## src/rtl/burst_col_pkg.sv

```systemverilog
package burst_col_pkg;

    typedef enum logic [1:0] {
        ST_IDLE  = 2'd0,
        ST_FIXED = 2'd1,
        ST_PAGE  = 2'd2
    } burst_state_e;

    localparam logic [2:0] BLC_ONE  = 3'd0;
    localparam logic [2:0] BLC_TWO  = 3'd1;
    localparam logic [2:0] BLC_FOUR = 3'd2;
    localparam logic [2:0] BLC_EIGHT = 3'd3;
    localparam logic [2:0] BLC_PAGE = 3'd7;

endpackage

```

## src/rtl/burst_len_decode.sv

```systemverilog
module burst_len_decode
    import burst_col_pkg::*;
#(
    parameter int COL_W = 11
) (
    input  logic [2:0]       bl_code_i,
    output logic [COL_W-1:0] span_mask_o,
    output logic             page_o
);

    always_comb begin
        span_mask_o = '0;
        page_o      = 1'b0;
        unique case (bl_code_i)
            BLC_TWO:   span_mask_o = COL_W'(1);
            BLC_FOUR:  span_mask_o = COL_W'(3);
            BLC_EIGHT: span_mask_o = COL_W'(7);
            BLC_PAGE: begin
                span_mask_o = '1;
                page_o      = 1'b1;
            end
            default:   span_mask_o = '0;
        endcase
    end

endmodule

```

## src/rtl/burst_beat_fsm.sv

```systemverilog
module burst_beat_fsm
    import burst_col_pkg::*;
#(
    parameter int COL_W = 11
) (
    input  logic             clk,
    input  logic             rst_n,
    input  logic             start_i,
    input  logic             stop_i,
    input  logic [COL_W-1:0] start_col_i,
    input  logic [COL_W-1:0] span_mask_i,
    input  logic             page_i,
    input  logic             wrap_il_i,
    output logic             active_o,
    output logic             in_page_o,
    output logic             final_o,
    output logic [COL_W-1:0] beat_o,
    output logic [COL_W-1:0] base_col_o,
    output logic [COL_W-1:0] mask_o,
    output logic             il_o
);

    burst_state_e state_q, state_nx;
    logic [COL_W-1:0] beat_q;
    logic [COL_W-1:0] base_q;
    logic [COL_W-1:0] mask_q;
    logic             il_q;
    logic             at_end;

    assign at_end = (beat_q == mask_q);

    // state register
    always_ff @(posedge clk or negedge rst_n) begin
        if (!rst_n) begin
            state_q <= ST_IDLE;
        end else begin
            state_q <= state_nx;
        end
    end

    // next state: start wins over stop and over the end of a burst
    always_comb begin
        state_nx = state_q;
        if (start_i) begin
            state_nx = page_i ? ST_PAGE : ST_FIXED;
        end else begin
            unique case (state_q)
                ST_IDLE:  state_nx = ST_IDLE;
                ST_FIXED: if (stop_i || at_end) state_nx = ST_IDLE;
                ST_PAGE:  if (stop_i) state_nx = ST_IDLE;
                default:  state_nx = ST_IDLE;
            endcase
        end
    end

    // burst context captured at start, beat index advancing
    always_ff @(posedge clk or negedge rst_n) begin
        if (!rst_n) begin
            beat_q <= '0;
            base_q <= '0;
            mask_q <= '0;
            il_q   <= 1'b0;
        end else if (start_i) begin
            beat_q <= '0;
            base_q <= start_col_i;
            mask_q <= span_mask_i;
            il_q   <= wrap_il_i & ~page_i;
        end else if (state_q != ST_IDLE) begin
            beat_q <= beat_q + COL_W'(1);
        end
    end

    // outputs
    always_comb begin
        active_o   = 1'b0;
        in_page_o  = 1'b0;
        final_o    = 1'b0;
        unique case (state_q)
            ST_IDLE:  active_o = 1'b0;
            ST_FIXED: begin
                active_o = 1'b1;
                final_o  = at_end;
            end
            ST_PAGE: begin
                active_o  = 1'b1;
                in_page_o = 1'b1;
            end
            default:  active_o = 1'b0;
        endcase
        beat_o     = beat_q;
        base_col_o = base_q;
        mask_o     = mask_q;
        il_o       = il_q;
    end

endmodule

```

## src/rtl/burst_addr_calc.sv

```systemverilog
module burst_addr_calc #(
    parameter int COL_W = 11
) (
    input  logic             active_i,
    input  logic             il_i,
    input  logic [COL_W-1:0] base_col_i,
    input  logic [COL_W-1:0] beat_i,
    input  logic [COL_W-1:0] mask_i,
    output logic [COL_W-1:0] col_o
);

    logic [COL_W-1:0] seq_sum;
    logic [COL_W-1:0] merged;

    assign seq_sum = base_col_i + beat_i;

    for (genvar b = 0; b < COL_W; b++) begin : g_bit
        always_comb begin
            if (!mask_i[b]) begin
                merged[b] = base_col_i[b];
            end else if (il_i) begin
                merged[b] = base_col_i[b] ^ beat_i[b];
            end else begin
                merged[b] = seq_sum[b];
            end
        end
    end

    assign col_o = active_i ? merged : '0;

endmodule

```

## src/rtl/burst_col_gen.sv

```systemverilog
module burst_col_gen #(
    parameter int COL_W = 11
) (
    input  logic             clk,
    input  logic             rst_n,
    input  logic             start_i,
    input  logic [COL_W-1:0] start_col_i,
    input  logic [2:0]       bl_code_i,
    input  logic             wrap_il_i,
    input  logic             stop_i,
    output logic [COL_W-1:0] col_o,
    output logic             valid_o,
    output logic             last_o
);

    logic [COL_W-1:0] span_mask;
    logic             page_sel;
    logic             active;
    logic             in_page;
    logic             final_beat;
    logic [COL_W-1:0] beat;
    logic [COL_W-1:0] base_col;
    logic [COL_W-1:0] mask;
    logic             il;

    burst_len_decode #(.COL_W(COL_W)) u_dec (
        .bl_code_i   (bl_code_i),
        .span_mask_o (span_mask),
        .page_o      (page_sel)
    );

    burst_beat_fsm #(.COL_W(COL_W)) u_fsm (
        .clk         (clk),
        .rst_n       (rst_n),
        .start_i     (start_i),
        .stop_i      (stop_i),
        .start_col_i (start_col_i),
        .span_mask_i (span_mask),
        .page_i      (page_sel),
        .wrap_il_i   (wrap_il_i),
        .active_o    (active),
        .in_page_o   (in_page),
        .final_o     (final_beat),
        .beat_o      (beat),
        .base_col_o  (base_col),
        .mask_o      (mask),
        .il_o        (il)
    );

    burst_addr_calc #(.COL_W(COL_W)) u_addr (
        .active_i   (active),
        .il_i       (il & ~in_page),
        .base_col_i (base_col),
        .beat_i     (beat),
        .mask_i     (mask),
        .col_o      (col_o)
    );

    assign valid_o = active;
    assign last_o  = final_beat;

endmodule

```

## config.mk

```make
export PLATFORM = sky130hd
export DESIGN_NAME = burst_col_gen
export DESIGN_NICKNAME = d
export VERILOG_FILES = /design/src/rtl/burst_col_pkg.sv /design/src/rtl/burst_len_decode.sv /design/src/rtl/burst_beat_fsm.sv /design/src/rtl/burst_addr_calc.sv /design/src/rtl/burst_col_gen.sv
export SDC_FILE = /design/constraint.sdc
export NUM_CORES = 1
export LEC_CHECK = 0
export ABC_AREA = 1
export BUFFER_PORTS_ARGS = -buffer_cell sky130_fd_sc_hd__buf_2
export CAP_MARGIN = 20
export CORE_MARGIN = 1.5
export CORE_UTILIZATION = 40
export DETAILED_ROUTE_END_ITERATION = 10
export PLACE_DENSITY_LB_ADDON = 0.05
export RECOVER_POWER = 50
export SYNTH_ARGS = -nofsm -noshare
export SYNTH_HDL_FRONTEND = slang
export SYNTH_SLANG_ARGS = --single-unit
```

## constraint.sdc

```tcl
create_clock -name clk -period 3.4 [get_ports clk]
set_input_delay 1.02 -clock clk [delete_from_list [all_inputs] [get_ports clk]]
set_output_delay 1.02 -clock clk [all_outputs]
set_load 0.02 [all_outputs]
```

# Word level (Yosys, flattened, before mapping)
# Index checks and enable logic that the tools add are counted.
# op_classes
muxes,35
bitwise_logic,15
n_reduce_logical,5
n_addsub,2
eq_ne,9
# op_table
operator,n
$pmux W11 S4,1
$mux W11,3
$mux W1,26
$add A11 B1 Y11 const B,1
$add A11 B11 Y11,1
$eq A11 B11 Y1,1
$xor A1 B1 Y1,11
$mux W2,4
$eq A3 B2 Y1 const B,2
$pmux W2 S2,1
$reduce_bool A2 Y1,2
$eq A3 B1 Y1 const B,1
$eq A3 B3 Y1 const B,1
$ne A3 B2 Y1 const B,1
$ne A3 B3 Y1 const B,1
$and A1 B1 Y1,2
$eq A2 B1 Y1 const B,1
$eq A2 B2 Y1 const B,1
$not A1 Y1,2
$reduce_and A2 Y1,1
$reduce_or A2 Y1,1
$logic_or A1 B1 Y1,1
# totals
word_cells,71
ff_bits,36
inputBits,19
output_inout_bits,13

# Logic depth before layout (Yosys ltp)
# Gate-level depths: netlist (run 1).
# logic_depth
word_depth,7
depth_mapped,12

# Hierarchy
# Synthesis (run 1) repeated with hierarchy kept, for this count alone.
# unflattened
hier_cells,372
hier_area_um2,2556.2
# by_module_without_submodules
mod,cells_per_inst,area_each_um2,seq_area_each_um2,instances
burst_beat_fsm,223,1754.2,900.9,1
burst_addr_calc,129,694.4,0.0,1
burst_len_decode,18,97.6,0.0,1
burst_col_gen,2,10.0,0.0,1

# Worst setup path before layout (run 1)
# OpenSTA, ideal clock, no wires.
# synth_timing
path_kind,flip-flop to output port
startpoint,"reg u_fsm.beat_q[0], in the netlist u_fsm.beat_o[0]"
endpoint,out col_o[10]
required_time_ns,2.380
slack_ns,0.581
t_arrival_ns,1.799
stages_incl_launch_ff,10
path_cell_list,dfrtp_1 ha_1 fa_1 nand2_1 nand3_2 nand3_2 a21oi_1 nor2_1 nor2_1 nor2_1
# synth_via
elab_chain_cells,4
# synth_rtl
element,line_no,source
from (decl),burst_beat_fsm.sv:24,logic [COL_W-1:0] beat_q;
from (signal assigned),burst_beat_fsm.sv:69,beat_q <= beat_q + COL_W'(1);
$add A11 B11 Y11,burst_addr_calc.sv:15,assign seq_sum = base_col_i + beat_i;
$mux W1,burst_addr_calc.sv:21,end else if (il_i) begin
$mux W1,burst_addr_calc.sv:19,if (!mask_i[b]) begin
$mux W11,burst_addr_calc.sv:29,assign col_o = active_i ? merged : '0;
to (decl),burst_col_gen.sv:11,"output logic [COL_W-1:0] col_o,"
# No other way between the ends.

# Worst setup path after layout (run 1)
# layout_timing
startpoint,"reg u_fsm.beat_q[0], in the netlist u_fsm.beat_o[0]"
endpoint,out col_o[8]
# Same word-level chain as after synthesis.

==> results of run 1 <==
-- layer usage --
metal  part of all wire  vias to the layer above
met3              0.029                        9
met2               0.43                       24
met4              0.011                        0
met1               0.52                      900
met5                  0                        -
li1                   -                     1028
-- final timing paths --
check                                                   end                              from  slack [ps]  cells after the start
max                                                col_o[8]       u_fsm.beat_o[0]$_DFFE_PN0P_         160                     11
min                        u_fsm.base_col_o[10]$_DFFE_PN0P_  u_fsm.base_col_o[10]$_DFFE_PN0P_         510                      2
max reg2reg                    u_fsm.state_q[1]$_DFFE_PN0P_       u_fsm.mask_o[9]$_DFFE_PN0P_        1560                      9
min reg2reg                u_fsm.base_col_o[10]$_DFFE_PN0P_  u_fsm.base_col_o[10]$_DFFE_PN0P_         510                      2
max in group asynchronous   u_fsm.base_col_o[6]$_DFFE_PN0P_                             rst_n        1290                      1
min in group asynchronous       u_fsm.mask_o[1]$_DFFE_PN0P_                             rst_n        1160                      1
-- cell families after synthesis --
logic type	count (synthesis)	share of synthesized area
buffers and inverters	52	0.09775
adders and majority gates	15	0.09472
DFF	29	0.3522
AOI/OAI and AO/OA	64	0.1749
and+or+nand+nor	136	0.2763
xor gates and xnor gates	1	0.004251
-- layout make-up --
type / count / area share
Multi-Input combinational cell: 216 / 0.4817
Tap cell: 67 / 0.03554
Inverter: 44 / 0.07162
Timing Repair Buffer: 32 / 0.06684
Clock buffer: 7 / 0.03660
Sequential cell: 29 / 0.3077
-- repair_timing --
| action | 4_1_cts | 5_1_grt |
|---|---|---|
| setup buffers | 0 | 0 |
| hold buffers | 0 | 0 |
| resized for setup | 0 | 2 |
| setup endpoints to repair | 0 | 3 |
-- power breakdown --
| part | total (mW) | internal [mW] | leakage, nW | switching, mW |
|---|---|---|---|---|
| Combinational | 0.199 | 0.0693 | 0.846 | 0.130 |
| Clock | 0.283 | 0.160 | 0.0443 | 0.123 |
| Sequential | 0.390 | 0.367 | 0.373 | 0.0234 |
| Total | 0.872 | 0.596 | 1.26 | 0.276 |
-- stage by stage --
step | power [mW] | instance area, um^2 | util | setup TNS, ps
after floorplan | 0.5262 | 2061 | - | 0
after global placement | 0.5933 | 2271 | 0.4684 | 0
after detailed placement | 0.5959 | 2271 | 0.4684 | 0
after CTS | 0.8851 | 2357 | 0.4862 | 0
after global routing | 0.9328 | 2359 | 0.4865 | -1.602
final | 0.8718 | 2359 | 0.4865 | 0
-- cell usage after synthesis, types with 2 or more instances --
master and n:
a21oi_1 20, dfrtp_1 29, nor2_1 21, inv_1 44, a211oi_1 3, ha_1 14
clkbuf_1 5, nor3_1 4, o21ai_0 28, o22ai_1 2, o211ai_1 2, or2_2 2
nand2_1 88, a31oi_1 2, nand3_1 12, nand4_1 3, nand3_2 3
-- state kept, by name (all words and copies together), names as in the netlist --
| signal | count |
|---|---|
| u_fsm.il_o | 1 |
| u_fsm.beat_o | 11 |
| u_fsm.base_col_o | 11 |
| u_fsm.state_q | 2 |
| u_fsm.mask_o | 4 |
-- worst register-to-register path, stage by stage, from the launching register on --
cell     delay [ps]
dfrtp_1         670
inv_1           270
o22ai_1         170
nand2_1          80
nor3_1          180
nand2_1         110
nand2_1          70
nand2_1          60
nand3_1          70
nand2_1          50
==> out/qor.yml, run 1 <==
final_layout:
  fill_cells: 537
  n_antenna_cell: 0
  layout_common_cells: "nand2_1 (88), inv_1 (43), buf_2 (30)"
  area_delta_synth_final_pct: 14.45
  regArea_um2: 725.7
  fin_nets: 362
  final_common_cell: "nand2_1"
  multi_input_area_um2: 1136
  layout-drive-gt1-share: 0.1402
  stdcell_count: 395
cts:
  root_buffer: "clkbuf_8"
  clockBufferDepth: 2
  cts_tree: "built"
  clock_sinks: 29
  h-tree-depth: 2
  cts_made_buffers: 5
  cts.clk_slew.worst_paths_ps: 60
  insertion_delay_ps: 280
timing:
  fin_crit_sh: 0.9527
  slew_violations: 30
  skew_ps: 4.025
  period_needed_ps: 3239
  max_slew_margin: -0.09737
  setup_viol: 0
  timing.hold.ws_ps: 509.9
  clock.fmax_ghz: 0.3087
  worst_pin_slew_ps: 1646
  setup_ws_ps: 160.9
  finalHoldViolations: 0
yosys:
  synth_top_cells_by_area: "dfrtp_1 (35%), nand2_1 (16%), ha_1 (8.5%)"
  ys.flop_type: "dfrtp_1"
  synth_top_area_frac: 0.3522
  synth_cell_types: 32
  synth-seq-area-share: 0.3522
  syn_area_um2: 2061
  synth_edf_count: 0
  synth_warnings: 0
  synthArstFlopShare: 1.000
  syn_nets: 331
  syn_inst: 297
  avgSynthCellArea_um2: 6.938
  synth-seq-cells: 29
  yosys.area.top_type: "dfrtp_1"
hold_path:
  hp-class: "reg -> reg"
route:
  num_vias: 1961
  firstDrtPassIters: 4
  drtIter0Drc: 104
  wire_per_inst_um: 12.72
  drc: 0
  totalWireLength_mm: 5.024
  ant_nets: 0
  viasPerCell: 4.965
status:
  run_status: "finished, violations left"
  failed_checks: "max-capacitance violations, max-slew violations"
power:
  vdd_drop_max_uv: 230.0
  leakage_nw: 1.264
  p_per_area_nw_per_um2: 369.7
die:
  start_util: 0.4250
  ioPinCount: 32
  dieArea_um2: 5591
  rows: 25
  core_um2: 4848
  die_h_um: 74.78
  dieWidth_um: 74.78
critical_path:
  crit_path_max_fanout: 5
  crit_slowest_cell: "dfrtp_1"
  critPathLaunchType: "flop"
  worst_path_dominant_cell_family: "adder cells"
  crit_required_ps: 2380
  crit_path_cell_trace: "ha_1, fa_2, nand2_1, nand3_2, nand2_1, nand2_1, nand2_1, nor2_1, o21ai_0, inv_1, buf_2"
  critPathBufInv: 2
  endpoint_kind: "output port"
  crit_arrival_ps: 2220
  worst_path_most_repeated_cell: "nand2_1"
  slowest_delay_ps: 440
  critical_path_class: "reg -> out"
placed_design:
  portBuffers: 31
  gp_congestion: 0.9601
  hpwl_mm: 3.851
  dp_worst_setup_slack_ps: 417.0
  placedCellCount: 388
global_route:
  antenna_found_initial: 0
  grt_use_met3: 0.04016
  grtUsageMet2: 0.3085
  grt_use_met1: 0.2973
  busiest_layer: "met2"
  grt_usage: 0.2044
  grt_max_degree: 30
  grt-ovfl-total: 0
  grt_pass1_wl_mm: 8.473
  grt_pass1_vias: 1797
run:
  drv_cap: 1
(Power assumes the default switching activity.)
==> inputs of run 2 (changes only) <==
Settings changed: PLACE_DENSITY_LB_ADDON 0.05 to 0.25, SLEW_MARGIN set to 20.
==> run 2 against run 1 <==
Against the previous run:
- the flow still finishes with violations (max-capacitance violations, max-slew violations)
- non-clock buffer count shrank 1
- sequential share of layout area increased by 0.13 points
- cell area is 0.26% lower
- register-to-register slack improved by 50 ps
- worst hold slack worse by 10 ps
- core utilization decreased by 0.13 points
- maximum frequency increased by 1.0%
- combinational power down 2%
- setup slack improved by 33 ps
- clock power decreased by 2%
- largest cell class unchanged
- highest routed layer unchanged
==> out/qor.yml, run 2 (same netlist as run 1, synthesis figures left out) <==
status:
  run_status: "finished, violations left"
  failed_checks: "max-capacitance violations, max-slew violations"
power:
  leakage_nw: 1.260  # -0.32%
  vdd_drop_max_uv: 242.5  # +5.4%
  p_per_area_nw_per_um2: 366.9  # -0.74%
  finalPower_uw: 863.1  # -1.0%
timing:
  period_needed_ps: 3206  # -33.03 ps
  slew_violations: 30  # unchanged
  max_slew_margin: -0.04672  # +0.05065
  clock.fmax_ghz: 0.3119  # +1.0%
  rsz0062_at_grt: "false"
  finalHoldViolations: 0  # unchanged
  setup_viol: 0  # unchanged
  worst_pin_slew_ps: 1570  # -75.98 ps
  setup_tns_ps: 0  # unchanged
  skew_ps: 8.555  # +4.531 ps
  timing.hold.ws_ps: 499.5  # -10.43 ps
  fin_crit_sh: 0.9430  # -0.009715
cts:
  root_buffer: "clkbuf_8"
  cts.clk_slew.worst_paths_ps: 60  # about the same
  cts_made_buffers: 5  # unchanged
  hold_buffers: 0  # unchanged
  cts_tree: "built"
  h-tree-depth: 2  # unchanged
  clockBufferDepth: 2  # unchanged
  insertion_delay_ps: 290  # about the same
  cts_setup_buffers: 0  # unchanged
  clock_sinks: 29  # unchanged
  cts_resized: 0  # unchanged
die:
  rows: 25  # unchanged
  ioPinCount: 32  # unchanged
  core_um2: 4848  # unchanged
  die_h_um: 74.78  # unchanged
  dieWidth_um: 74.78  # unchanged
  dieArea_um2: 5591  # unchanged
  start_util: 0.4250  # unchanged
run:
  drv_cap: 1  # unchanged
global_route:
  grt_usage: 0.1981  # -0.006308
  grt_pass1_vias: 1850  # +2.9%
  grt-ovfl-total: 0  # unchanged
  grt_pass1_wl_mm: 8.452  # -0.25%
  antenna_found_initial: 0  # unchanged
  grt_max_degree: 30  # unchanged
placed_design:
  gp_congestion: 0.8802  # -8.3%
  hpwl_mm: 3.628  # -5.8%
  portBuffers: 31  # unchanged
  placedCellCount: 387  # -0.26%
hold_path:
  min_to: "u_fsm.base_col_o[10]$_DFFE_PN0P_"
  hold_depth: 2  # unchanged
  hp-class: "reg -> reg"
  hp-start: "u_fsm.base_col_o[10]$_DFFE_PN0P_"
critical_path:
  ff2ff_setup_slack_ps: 1610  # +50 ps
  crit_path_max_fanout: 5  # unchanged
  endpoint_kind: "output port"
  r2r-start: "u_fsm.mask_o[9]$_DFFE_PN0P_"
  critPathLaunchType: "flop"
  r2r_cells: 9  # unchanged
  reg2reg_to: "u_fsm.state_q[1]$_DFFE_PN0P_"
  crit_required_ps: 2380  # about the same
  critical_path_class: "reg -> out"
  crit_arrival_ps: 2190  # -30 ps
final_layout:
  fill_cells: 500  # -6.9%
  final_common_cell: "nand2_1"
  layout-drive-gt1-share: 0.1433  # +0.003049
  layout_common_cells: "nand2_1 (88), inv_1 (43), buf_2 (29)"
  fin_nets: 361  # -0.28%
  n_antenna_cell: 0  # unchanged
  area_delta_synth_final_pct: 14.15
  stdcell_count: 395  # unchanged
route:
  viasPerCell: 5.023  # +1.2%
  drc: 0  # unchanged
  wire_per_inst_um: 11.81  # -7.1%
  drtIter0Drc: 70  # -33%
  totalWireLength_mm: 4.665  # -7.1%
  firstDrtPassIters: 5  # +1
  num_vias: 1984  # +1.2%
  ant_nets: 0  # unchanged
==> run 2: cell count changes in the layout (fill, tap and decap cells not counted) <==
cell	delta
o21ai_0	-2
buf_2	-1
o21ai_1	+2
clkinvlp_4	+1
fa_1	+1
dfrtp_2	+1
fa_2	-1
clkinv_2	+2
clkbuf_1	-1
dfrtp_1	-1
clkbuf_8	-1
==> run 2: report_power, final <==
group	switching (mW)	total (mW)	leakage (nW)	internal (mW)
clock	0.137	0.278	0.0439	0.141
sequential	0.0231	0.390	0.372	0.367
combinational	0.127	0.195	0.844	0.0684
==> run 2: per-stage QoR <==
step / setup WS, ps / area [um^2] / utilization
detailed placement: 454.1 / 2263 / 0.4668
global route: 12.54 / 2352 / 0.4852
finish: 193.9 / 2352 / 0.4852
global placement: 507.0 / 2263 / 0.4668
floorplan: 581.5 / 2061 / -
CTS: 129.8 / 2350 / 0.4846
==> run 2: cell type report <==
type	instances	area, um^2	area share
Clock inverter	3	17.52	0.007447
Timing Repair Buffer	31	152.6	0.06489
Multi-Input combinational cell	216	1134	0.4819
Sequential cell	29	726.9	0.3090
Inverter	44	168.9	0.07181
Clock buffer	5	68.82	0.02926
Tap cell	67	83.83	0.03564
==> run 2: per-layer routing <==
layer / up-vias / global-route usage / share of wire
li1: 1025 / - / -
met1: 914 / 0.2737 / 0.49
met2: 37 / 0.3135 / 0.45
met3: 8 / 0.03614 / 0.047
met4: 0 / 0.06869 / 0.013
met5: - / 0 / 0
==> run 2: worst max path at each step <==
stage / from / end / slack [ps] / depth (start not counted)
2_1_floorplan: u_fsm.beat_o[0]$_DFFE_PN0P_ / col_o[10] / 580 / 9
3_3_place_gp: u_fsm.beat_o[0]$_DFFE_PN0P_ / col_o[4] / 510 / 10
3_5_place_dp: u_fsm.beat_o[0]$_DFFE_PN0P_ / col_o[4] / 450 / 10
4_1_cts: u_fsm.beat_o[0]$_DFFE_PN0P_ / col_o[4] / 130 / 10
5_1_grt: u_fsm.state_q[0]$_DFFE_PN0P_ / col_o[10] / 10 / 11
6_report: u_fsm.beat_o[0]$_DFFE_PN0P_ / col_o[10] / 190 / 11
==> run 2: critical path, cell delays in order (launching register included) <==
cell and delay, ps:
dfrtp_2 440, ha_1 250, fa_1 410, nand2_1 100, nand3_2 110, nand3_2 110, nand3_2 80, nand2_1 60
nor2_1 50, nor2_1 90, nor2_1 50, buf_2 150
==> inputs of run 3 (changes only) <==
Settings changed: CTS_CLUSTER_DIAMETER set to 80, SYNTH_HIERARCHICAL set to 1.
==> run 3 against run 2 <==
Against the previous run:
- the run still ends with max-capacitance violations, max-slew violations left
- via count increased by 19%
- critical path type unchanged
- critical endpoint is now col_o[4]
- worst hold slack improved by 0.79 ps
- clock skew down 3.0 ps
==> out/qor.yml, run 3 <==
yosys:
  yosys.area.top_type: "dfrtp_1"
  avgSynthCellArea_um2: 6.872  # -0.97%
  synth_cell_types: 32  # unchanged
  synth_edf_count: 0  # unchanged
  synth_top_area_frac: 0.3524  # about the same
  syn_nets: 406  # +23%
  synth-seq-cells: 36  # +24%
  synth_warnings: 6  # +6
  ys.flop_type: "dfrtp_1"
  synth_top_cells_by_area: "dfrtp_1 (35%), nand2_1 (21%), ha_1 (6.9%)"
  synth-seq-area-share: 0.3524  # about the same
  synth.most_common_cell: "nand2_1"
  synth_common_cells: "nand2_1 (141), inv_1 (43), dfrtp_1 (36)"
  synthArstFlopShare: 1.000  # unchanged
  syn_area_um2: 2556  # +24%
  syn_inst: 372  # +25%
final_layout:
  layout-drive-gt1-share: 0.1382  # -0.005102
  fin_area_um2: 2829  # +20%
  area_delta_synth_final_pct: 10.67
  layout_common_cells: "nand2_1 (141), inv_1 (43), dfrtp_1 (35)"
  final_common_cell: "nand2_1"
  n_antenna_cell: 0  # unchanged
  multi_input_area_um2: 1398  # +23%
  post-route-util: 0.4668  # -0.01840
  regArea_um2: 902.1  # +24%
  fin_nets: 431  # +19%
  fill_cells: 646  # +29%
run:
  drv_cap: 2  # +1
placed_design:
  dp_worst_setup_slack_ps: 479.2  # +25.09 ps
  hpwl_mm: 4.408  # +22%
  portBuffers: 31  # unchanged
  gp_congestion: 0.8545  # -2.9%
  place_area_um2: 2728  # +21%
global_route:
  antenna_found_initial: 0  # unchanged
  grt_usage: 0.1867  # -0.01143
  grt-ovfl-total: 0  # unchanged
  grt_max_degree: 38  # +27%
  grt_pass1_vias: 2271  # +23%
  grt_pass1_wl_mm: 10.54  # +25%
die:
  dieArea_um2: 6879  # +23%
  ioPinCount: 32  # unchanged
  dieWidth_um: 82.94  # +11%
  die_h_um: 82.94  # +11%
  start_util: 0.4218  # -0.003273
  core_um2: 6061  # +25%
  rows: 28  # +12%
cts:
  cts_tree: "built"
  clockBufferDepth: 2  # unchanged
  cts_made_buffers: 5  # unchanged
  h-tree-depth: 2  # unchanged
  insertion_delay_ps: 290  # about the same
  cts.clk_slew.worst_paths_ps: 70  # about the same
  hold_buffers: 0  # unchanged
  clock_sinks: 36  # +24%
  cts_setup_buffers: 0  # unchanged
  root_buffer: "clkbuf_8"
power:
  p_int_uw: 696.2  # +21%
  p_per_area_nw_per_um2: 362.6  # -1.2%
  seqPwrFrac: 0.472  # +0.020
  switching_power_uw: 329.5  # +15%
  p_clk_frac: 0.316  # -0.006
  switching_share: 0.3212  # -0.01156
  leakage_nw: 1.536  # +22%
  pwr-share-comb: 0.212  # -0.014
  vdd_drop_max_uv: 163.6  # -33%
  finalPower_mw: 1.026  # +19%
timing:
  fin_crit_sh: 0.9303  # -0.01267
  period_needed_ps: 3163  # -43.08 ps
  clock.fmax_ghz: 0.3162  # +1.4%
  max_slew_margin: -0.3423  # -0.2956
  rsz0062_at_grt: "false"
  setup_viol: 0  # unchanged
  slew_violations: 75  # +150%
  setup_tns_ps: 0  # unchanged
  skew_ps: 5.522  # -3.033 ps
  worst_pin_slew_ps: 2013  # +443.4 ps
  finalHoldViolations: 0  # unchanged
  setup_ws_ps: 237.0  # +43.08 ps
route:
  viasPerCell: 4.985  # -0.75%
  ant_nets: 0  # unchanged
  firstDrtPassIters: 5  # unchanged
  totalWireLength_mm: 6.001  # +29%
  num_vias: 2358  # +19%
  drc: 0  # unchanged
  drtIter0Drc: 117  # +67%
  wire_per_inst_um: 12.69  # +7.4%
critical_path:
  crit_path_max_fanout: 6  # +1
  crit_arrival_ps: 2140  # -50 ps
  critical_path_class: "reg -> out"
  crit_required_ps: 2380  # about the same
  endpoint_kind: "output port"
  critPathLaunchType: "flop"
hold_path:
  hp-class: "reg -> reg"
status:
  run_status: "finished, violations left"
  failed_checks: "max-capacitance violations, max-slew violations"
## run 3: changes by cell type in the layout (fill, tap and decap cells not counted), sizes merged, moves of 4 or more
cell	delta
nand2	+54
dfrtp	+7
nor3	+5
o21ai	-5
a21oi	-4
xnor2	+4
## run 3: path summary, 6_finish.rpt
path	startpoint	slack, ps	cells after the start	end
max	u_fsm/beat_o[0]$_DFFE_PN0P_	240	10	col_o[4]
min	u_fsm/il_o$_DFFE_PN0P_	500	2	u_fsm/il_o$_DFFE_PN0P_
max reg2reg	u_fsm/state_q[0]$_DFFE_PN0P_	1690	10	u_fsm/beat_o[8]$_DFFE_PN0P_
min reg2reg	u_fsm/il_o$_DFFE_PN0P_	500	2	u_fsm/il_o$_DFFE_PN0P_
max in group asynchronous	rst_n	810	1	u_fsm/beat_o[0]$_DFFE_PN0P_
min in group asynchronous	rst_n	1300	1	u_fsm/mask_o[1]$_DFFE_PN0P_
## run 3: cell type report
| class | count | share of cell area |
|---|---|---|
| well taps | 75 | 0.03317 |
| repair buffers | 34 | 0.06104 |
| multi-input cells | 274 | 0.4940 |
| clock buffers | 8 | 0.03184 |
| flip-flops and latches | 36 | 0.3189 |
| inverters | 46 | 0.06104 |
## run 3: critical path: stages (launching register included)
cell      delay [ps]
dfrtp_2          450
ha_1             250
fa_2             370
inv_1             80
nor2_1            40
o21ai_0          170
or2_2            140
nand3_1           60
o211ai_1          80
inv_1             50
buf_2            150
## run 3: cell families (layout without fill, tap and decap cells)
group	Yosys count	in the layout	share of synthesized area
AO/OA/AOI/OAI	50	50	0.1062
buffers and inverters	62	88	0.1067
AND/OR/NAND/NOR	203	203	0.3377
adder cells (fa/ha/maj)	15	15	0.07636
XOR/XNOR	6	6	0.02056
flip-flops	36	36	0.3524
## run 3: what timing repair did
action | CTS | global route
resized for setup | 0 | 3
endpoints found under the setup margin | 0 | 3
endpoints found under the hold margin | 0 | 0
## run 3: metal layers
layer,global-route usage,vias to the layer above,part of all wire
met3,0.03380,6,0.034
met1,0.2442,1099,0.48
met4,0.05000,0,0.010
met2,0.3171,36,0.47
met5,0,-,0
li1,-,1217,-
## run 3: stage by stage
stage	hold slack, ps	std cells
after floorplan	453.0	372
after global placement	474.3	465
after detailed placement	491.4	465
after CTS	510.4	473
after global routing	527.3	473
final	500.3	473
## run 3: power groups by stage
stage                     clock (mW)  sequential [mW]  combinational [mW]
after floorplan                    0            0.482               0.156
after detailed placement           0            0.491               0.218
after global routing           0.350            0.488               0.251
after global placement             0            0.490               0.215
final                          0.324            0.484               0.218
after CTS                      0.333            0.483               0.220
